===== src/rtl/ssl_pkg.sv =====
package ssl_pkg;
   typedef enum logic {
      SRC_INT = 1'b0,
      SRC_EXT = 1'b1
   } clk_src_e;

   localparam int unsigned EDGES_PER_BIT = 2;
endpackage


===== src/rtl/ssl_clk_front.sv =====
module ssl_clk_front
   import ssl_pkg::*;
(
   input  logic       clk,
   input  logic       rst,
   input  logic       ext_sel_i,
   input  logic       sclk_i,
   input  logic       strobe_i,
   output logic       sclk_q_o,
   output logic       shift_o,
   output logic [1:0] step_o
);
   logic sclk_q;
   logic rise, fall;

   always_ff @(posedge clk) begin
      if (rst) sclk_q <= 1'b0;
      else     sclk_q <= sclk_i;
   end

   assign rise = sclk_i & ~sclk_q;
   assign fall = ~sclk_i & sclk_q;

   always_comb begin
      if (clk_src_e'(ext_sel_i) == SRC_EXT) begin
         shift_o = rise;
         step_o  = {1'b0, rise | fall};
      end else begin
         shift_o = strobe_i;
         step_o  = strobe_i ? 2'(EDGES_PER_BIT) : 2'd0;
      end
   end

   assign sclk_q_o = sclk_q;

   // a shift in external mode only ever follows a high serial clock
   a_r2_shift_on_rise: assert property (@(posedge clk) disable iff (rst)
      (ext_sel_i && shift_o) |=> sclk_q_o);
endmodule


===== src/rtl/ssl_shifter.sv =====
module ssl_shifter #(
   parameter int unsigned DATA_W = 8
) (
   input  logic              clk,
   input  logic              rst,
   input  logic              wr_i,
   input  logic [DATA_W-1:0] wdata_i,
   input  logic              shift_i,
   input  logic              sdi_i,
   output logic [DATA_W-1:0] data_q_o,
   output logic [DATA_W-1:0] data_d_o
);
   logic [DATA_W-1:0] data_q;
   logic [DATA_W-1:0] shifted;

   assign shifted[0] = sdi_i;
   for (genvar i = 1; i < DATA_W; i++) begin : g_bit
      assign shifted[i] = data_q[i-1];
   end

   always_comb begin
      if (wr_i)         data_d_o = wdata_i;
      else if (shift_i) data_d_o = shifted;
      else              data_d_o = data_q;
   end

   always_ff @(posedge clk) begin
      if (rst) data_q <= '0;
      else     data_q <= data_d_o;
   end

   assign data_q_o = data_q;

   // the CPU write always lands, even against a shift
   a_r6_write_wins: assert property (@(posedge clk) disable iff (rst)
      wr_i |=> data_q_o == $past(wdata_i));
   // a shift moves every bit up one place and takes in the serial input
   a_r2_shift_left: assert property (@(posedge clk) disable iff (rst)
      (!wr_i && shift_i) |=> data_q_o == {$past(data_q_o[DATA_W-2:0]), $past(sdi_i)});
endmodule


===== src/rtl/ssl_out_latch.sv =====
module ssl_out_latch (
   input  logic clk,
   input  logic rst,
   input  logic open_i,
   input  logic msb_i,
   input  logic oe_i,
   output logic sdo_o,
   output logic sdo_en_o
);
   logic held_q;
   logic level;

   always_ff @(posedge clk) begin
      if (rst)         held_q <= 1'b0;
      else if (open_i) held_q <= msb_i;
   end

   assign level    = open_i ? msb_i : held_q;
   assign sdo_o    = oe_i & level;
   assign sdo_en_o = oe_i;

   // while the latch stays closed the pin level does not move
   a_r3_hold_closed: assert property (@(posedge clk) disable iff (rst)
      (!open_i && !$past(open_i) && oe_i && $past(oe_i)) |-> $stable(sdo_o));
endmodule


===== src/rtl/ssl_xfer_ctrl.sv =====
module ssl_xfer_ctrl #(
   parameter int unsigned DATA_W = 8,
   parameter int unsigned CNT_W  = 4
) (
   input  logic              clk,
   input  logic              rst,
   input  logic [1:0]        step_i,
   input  logic              clr_i,
   input  logic [DATA_W-1:0] data_d_i,
   output logic              flag_o,
   output logic [DATA_W-1:0] buf_o
);
   logic [CNT_W-1:0]  cnt_q;
   logic [CNT_W:0]    sum;
   logic              done;
   logic              flag_q;
   logic [DATA_W-1:0] buf_q;

   assign sum  = {1'b0, cnt_q} + (CNT_W+1)'(step_i);
   assign done = sum[CNT_W];

   always_ff @(posedge clk) begin
      if (rst) begin
         cnt_q  <= '0;
         flag_q <= 1'b0;
         buf_q  <= '0;
      end else begin
         cnt_q <= sum[CNT_W-1:0];
         if (done)       flag_q <= 1'b1;
         else if (clr_i) flag_q <= 1'b0;
         if (done)       buf_q  <= data_d_i;
      end
   end

   assign flag_o = flag_q;
   assign buf_o  = buf_q;

   // the flag survives until a clear arrives
   a_r8_flag_sticky: assert property (@(posedge clk) disable iff (rst)
      (flag_o && !clr_i) |=> flag_o);
   // the buffer moves only at completion
   a_r9_buf_hold: assert property (@(posedge clk) disable iff (rst)
      !done |=> $stable(buf_o));
endmodule


===== src/rtl/ser_shift_latch.sv =====
module ser_shift_latch
   import ssl_pkg::*;
#(
   parameter int unsigned DATA_W = 8
) (
   input  logic              clk,
   input  logic              rst,
   input  logic              clk_sel_i,
   input  logic              sclk_i,
   input  logic              strobe_i,
   input  logic              sdi_i,
   input  logic              wr_i,
   input  logic [DATA_W-1:0] wdata_i,
   input  logic              flag_clr_i,
   input  logic              oe_i,
   output logic [DATA_W-1:0] data_o,
   output logic [DATA_W-1:0] buf_o,
   output logic              flag_o,
   output logic              sdo_o,
   output logic              sdo_en_o
);
   localparam int unsigned CNT_W = $clog2(EDGES_PER_BIT * DATA_W);

   if (DATA_W < 2 || (DATA_W & (DATA_W - 1)) != 0) begin : g_bad_width
      $error("ser_shift_latch: DATA_W must be a power of two, at least 2");
   end

   logic       sclk_q;
   logic       shift;
   logic [1:0] step;
   logic [DATA_W-1:0] data_d;
   logic       latch_open;

   ssl_clk_front u_front (
      .clk(clk), .rst(rst), .ext_sel_i(clk_sel_i), .sclk_i(sclk_i),
      .strobe_i(strobe_i), .sclk_q_o(sclk_q), .shift_o(shift), .step_o(step)
   );

   ssl_shifter #(.DATA_W(DATA_W)) u_shift (
      .clk(clk), .rst(rst), .wr_i(wr_i), .wdata_i(wdata_i), .shift_i(shift),
      .sdi_i(sdi_i), .data_q_o(data_o), .data_d_o(data_d)
   );

   assign latch_open = (clk_src_e'(clk_sel_i) == SRC_INT) | ~sclk_q;

   ssl_out_latch u_latch (
      .clk(clk), .rst(rst), .open_i(latch_open), .msb_i(data_o[DATA_W-1]),
      .oe_i(oe_i), .sdo_o(sdo_o), .sdo_en_o(sdo_en_o)
   );

   ssl_xfer_ctrl #(.DATA_W(DATA_W), .CNT_W(CNT_W)) u_ctrl (
      .clk(clk), .rst(rst), .step_i(step), .clr_i(flag_clr_i),
      .data_d_i(data_d), .flag_o(flag_o), .buf_o(buf_o)
   );

   // with the internal source the pin follows the top bit directly
   a_r4_internal_follow: assert property (@(posedge clk) disable iff (rst)
      !clk_sel_i |-> sdo_o == (oe_i & data_o[DATA_W-1]));
   // output disabled means the pin is released and low
   a_r10_release: assert property (@(posedge clk) disable iff (rst)
      !oe_i |-> (!sdo_o && !sdo_en_o));
endmodule


===== config.mk =====
export PLATFORM = sky130hd
export DESIGN_NAME = ser_shift_latch
export DESIGN_NICKNAME = d
export VERILOG_FILES = /design/src/rtl/ssl_pkg.sv /design/src/rtl/ssl_clk_front.sv /design/src/rtl/ssl_shifter.sv /design/src/rtl/ssl_out_latch.sv /design/src/rtl/ssl_xfer_ctrl.sv /design/src/rtl/ser_shift_latch.sv
export SDC_FILE = /design/constraint.sdc
export NUM_CORES = 1
export LEC_CHECK = 0
export BUFFER_PORTS_ARGS = -buffer_cell sky130_fd_sc_hd__buf_2
export CORE_MARGIN = 2
export CORE_UTILIZATION = 30
export CTS_CLUSTER_SIZE = 28
export DETAILED_ROUTE_END_ITERATION = 10
export SKIP_CTS_REPAIR_TIMING = 1
export SYNTH_ARGS = -nofsm -noshare
export SYNTH_HDL_FRONTEND = slang
export SYNTH_SLANG_ARGS = --single-unit

===== constraint.sdc =====
create_clock -name clk -period 2.9 [get_ports clk]
set_input_delay 0.145 -clock clk [delete_from_list [all_inputs] [get_ports clk]]
set_output_delay 0.145 -clock clk [all_outputs]
set_load 0.005 [all_outputs]

; ---- Word-level counts from Yosys, hierarchy flattened
; Cells that the tools add are included.
; W data, S select, Z words.
[op_classes]
n_addsub = 1
n_mul = 0
n_div = 0
magnitude_cmp = 0
n_eq_ne = 0
n_shift = 0
n_mux = 8
bitwise = 8
reduce_logical = 1
[ops]
columns = operator, n
row1 = $mux W8, 2
row2 = $add A4 B2 Y5, 1
row3 = $mux W1, 4
row4 = $mux W2, 2
row5 = $and A1 B1 Y1, 3
row6 = $not A1 Y1, 3
row7 = $or A1 B1 Y1, 2
row8 = $reduce_bool A2 Y1, 1
[word_totals]
regBits = 23
latch_bits = 0
mem_bits_rw = 0
rom_bits = 0
inputBits = 17
word_cells = 24
memories = 0

; ---- Logic depth before layout (Yosys ltp)
[depth]
depth_word = 6
mapped_depth = 10

; ---- Modules after synthesis
; A second synthesis with hierarchy kept.
[unflattened]
cells_unflattened = 106
hier_area_um2 = 1057.3
[by_module_without_submodules]
columns = module, n_inst, cells_each, area_per_inst_um2, seq_area_each_um2
row1 = ssl_xfer_ctrl, 1, 49, 504.2, 260.2
row2 = ssl_shifter, 1, 44, 430.4, 160.2
row3 = ssl_clk_front, 1, 7, 71.3, 20.0
row4 = ssl_out_latch, 1, 5, 47.5, 20.0
row5 = ser_shift_latch, 1, 1, 3.8, 0.0

; ---- Worst setup path after synthesis
; No wires, ideal clock.
[synth_path]
path_type = register -> register
start = register u_front.sclk_q (netlist: u_front.sclk_q_o)
end = register u_ctrl.buf_q[1] (netlist: u_ctrl.buf_o[1])
arrival_time_ns = 2.101
required_ns = 2.761
setup_slack_ns = 0.660
path_stages_with_launch = 11
path_buffers = 1
synth_period_minus_slack_ns = 2.240
path_cell_list = dfxtp_1 inv_1 ha_1 nor2b_1 ha_1 inv_1 fa_1 nand3b_1 clkbuf_1 nand3b_1 o41ai_2
[synth_between]
elab_chain_cells = 5
[synth_lines]
columns = item, line
row1 = "start, declared", ssl_clk_front.sv:13  ; logic sclk_q;
row2 = "start signal, assigned", ssl_clk_front.sv:18  ; else sclk_q <= sclk_i;
row3 = $not A1 Y1, ssl_clk_front.sv:21  ; assign rise = sclk_i & ~sclk_q;
row4 = $and A1 B1 Y1, ssl_clk_front.sv:21
row5 = $or A1 B1 Y1 / $mux W1 (equally long branches), "ssl_clk_front.sv:27, ssl_clk_front.sv:25"
row6 = $mux W2 / $mux W8 (equally long branches), "ssl_clk_front.sv:25, ssl_shifter.sv:23"
row7 = $add A4 B2 Y5 / $mux W8 (equally long branches), "ssl_xfer_ctrl.sv:19, ssl_shifter.sv:22"
row8 = "end signal, assigned", ssl_xfer_ctrl.sv:31  ; if (done) buf_q <= data_d_i;
row9 = "end, declared", ssl_xfer_ctrl.sv:17  ; logic [DATA_W-1:0] buf_q;
; Parallel ways exist; a longest one is shown, timed or not.
; A chain may end at the register's enable or synchronous reset.

; ---- Worst setup path after layout
[layout_path]
start = register u_front.sclk_q (netlist: u_front.sclk_q_o)
end = register u_ctrl.buf_q[4] (netlist: u_ctrl.buf_o[4])
; Same word-level chain as after synthesis.

==> impl_results.md <==
* Fill count at a little over 400
* CP max stage cell: fa_1
* Compound-gate portion of the synthesized area at between 10% and 20%
* Nets at approximately 160
* Synthesized instance count at roughly 110
* Reg area at 460 um^2
* Area of the die at 4230 um^2
* Core ar. at around 3600 um^2
* # clock sinks at 23
* CTS Buf Count at 3
* Worst-margin pin slew at ~0.57 ns
* Vias in the first global route at 863
* Worst Hold End: u_front.sclk_q_o$_SDFF_PP0_
* Max VDD drop at ~0.00015 V
* Die Y-Extent at between 60 and 70 um
* Worst reg2reg path depth at 9
* ANT nets after route at 0
* H-tree Lvls at 1
* Status: complete, no violations
* Yosys reg bits at 23
* PortBufs at 35
* Max Fclk at about 0.41 GHz
* Critical path fanouts, max at 10
* Most frequent cells in the layout: buf_2 (35), dfxtp_1 (23), nor2b_1 (12), nor2_1 (12), nand3b_1 (9)
* DR iter-0 viols at 32
* Initial antenna violation count at 0
* Power, Total at roughly 630 uW
* Relative max-transition margin at between 60% and 70%
* Post-synth top area share at 41.2%
* Grt total ovfl at 0
* Routed vias at roughly 890
* Commonest non-fill, non-tap cell in the layout: buf_2
* Mux contribution to synthesized area at 12.0%
* Router iterations before antenna repair at 4
* Hold Crit Depth at 2
* CTS tree: built
* Final period util at 84.7%
* Area grow syn2layout at 22.3%
* Synthesized area at between 1000 and 1500 um^2
* GP Congestion at a little under 0.7
* Leakage at 0.000627 uW
* Distinct cells, synth at 23
* Setup violators final at 0
* Power Density at approximately 460 nW/um^2
* Reg clk slew, reported paths at 0.07 ns
* CP cell instances: inv_1, ha_1, nor2b_1, ha_1, inv_1, fa_1, nand3b_1, buf_4, o41ai_2
* Slowest stage delay, CP at ~0.38 ns
* CP endpoint kind: flip-flop
* RSZ-0062 raised after global routing: false
* Final hold violation count at 0
* R2r startpoint: u_front.sclk_q_o$_SDFF_PP0_
* WP data required at 3.06 ns
* DP Wirelength at 1760 um
* Ant. Diodes at 0
* Tmin final at approximately 2.5 ns
* Post-Synth Simple-Gate Area at approximately 22%
* DRC at 0
* Largest family of logic cells by synthesized area: simple AND/OR/NAND/NOR gates
* Yosys warns at 0
* Layout Skew at approximately 0.0014 ns
* Max-cap violations at 0
* Clk buf depth at 2
* CP Launch Type: flip-flop
* Synth Area in Adders at a little over 5%
* Worst reg2reg endpoint: u_ctrl.buf_o[4]$_SDFFE_PP0P_
* Vias per cell at roughly 4.7
* Sequential element share of the synthesized area at approximately two fifths
* Share of cells above drive strength 1 at between 40% and 50%
* Top cell type by total area after synthesis: dfxtp_1
* Final wirelength at 2340 um
* Critical path class: flip-flop to flip-flop
* R2R setup slack at 0.45 ns
* Hold slack final at 0.122 ns
* First-pass GRT wire length at 3800 um
* Multi-input logic area at 601 um^2
* Per-cell routed wire length at approximately 12 um
* Syn nets at 129
* Fin Setup TNS at 0 ns
* Cell Area, Placed at between 1000 and 1500 um^2
* Starting Density at a little under a third
* Final instance area at 1370 um^2
* Clock root cell: clkbuf_8
* Worst hold path class: input port to flip-flop
* Io pins at 36
* XOR/XNOR Fraction of Synth Area at less than 1%
* Chip Width at between 60 and 70 um
* Max Slew Vio Count at 0
* Dominant cells by area after synthesis: dfxtp_1 (41%), o41ai_2 (12%), nor2b_1 (6.7%)
* Syn avg cell area at 10.4 um^2
* Largest net degree at the start of global routing at 32
* FP Rows at 22
* Hold_sp: sclk_i
* Tot GR Track Use at a little under an eighth
* Worst Path Arrival at ~2.6 ns
* Worst-Skew Late Latency at 0.26 ns
-- Yosys cell counts --
cell type,count
mux2i_4,1
fa_1,1
nor2_1,12
or3_1,1
buf_1,1
a21oi_1,3
dfxtp_1,23
o41ai_2,8
nor2b_1,12
mux2_4,3
buf_2,1
nor3_1,8
mux2i_1,1
o21ai_0,1
nand2b_1,2
mux2_2,5
inv_1,5
nand2_1,1
xor2_1,1
ha_1,3
nand3b_1,9
clkbuf_1,4
buf_4,2
-- critical path, delay by kind of cell, from the launching register on --
family | cells | cell delay (ns)
flops | 1 | 0.33
compound gates | 1 | 0.31
fa+ha+maj | 3 | 0.81
simple gates | 2 | 0.50
buf+inv | 3 | 0.40
-- area by class of cell --
cell class	count	area share [%]
clock buffer	4	3.29
multi-input combinational	72	43.9
sequential	23	33.7
inverter	5	1.37
timing repair buffer	36	13.4
tap	48	4.39
-- per-stage QoR --
step | std cells | util, % | worst slack [ns]
2_1_floorplan | 108 | - | 0.660
5_1_grt | 188 | 37.6 | 0.263
3_3_place_gp | 184 | 36.4 | 0.552
3_5_place_dp | 184 | 36.4 | 0.439
6_report | 188 | 37.6 | 0.445
4_1_cts | 188 | 37.6 | 0.414
-- sequential cells by signal, indices dropped and copies added, names as in the netlist --
signal and cells:
u_ctrl.buf_o 8, u_front.sclk_q_o 1, u_latch.held_q 1, u_ctrl.cnt_q 4
u_shift.data_q_o 8, u_ctrl.flag_o 1
-- logic make-up after synthesis --
logic type	Yosys count
simple gates	45
flops	23
buf+inv	13
compound gates	12
mux	10
fa+ha+maj	4
xor+xnor	1
-- metal layers --
layer  routed length, um  track usage, %  part of all wire [%]
met1                1080            15.0                    46
met2                1120            18.4                    48
met3                 124            2.60                   5.3
met4                  22            4.43                  0.94
met5                   0               0                     0
-- how the worst max path moves through the flow --
stage / start / to / cells after the start
2_1_floorplan: u_front.sclk_q_o$_SDFF_PP0_ / u_ctrl.buf_o[1]$_SDFFE_PP0P_ / 10
3_3_place_gp: u_front.sclk_q_o$_SDFF_PP0_ / u_ctrl.buf_o[0]$_SDFFE_PP0P_ / 9
3_5_place_dp: u_front.sclk_q_o$_SDFF_PP0_ / u_ctrl.buf_o[4]$_SDFFE_PP0P_ / 9
4_1_cts: u_front.sclk_q_o$_SDFF_PP0_ / u_ctrl.buf_o[4]$_SDFFE_PP0P_ / 9
5_1_grt: u_front.sclk_q_o$_SDFF_PP0_ / u_ctrl.buf_o[4]$_SDFFE_PP0P_ / 9
6_report: u_front.sclk_q_o$_SDFF_PP0_ / u_ctrl.buf_o[4]$_SDFFE_PP0P_ / 9
-- report_power, final --
group | switching, uW | internal [uW]
clock | 91.9 | 97.7
combinational | 53.1 | 52.0
sequential | 7.96 | 332
total | 153 | 481
Note: power is estimated with default switching activity, not from simulation.
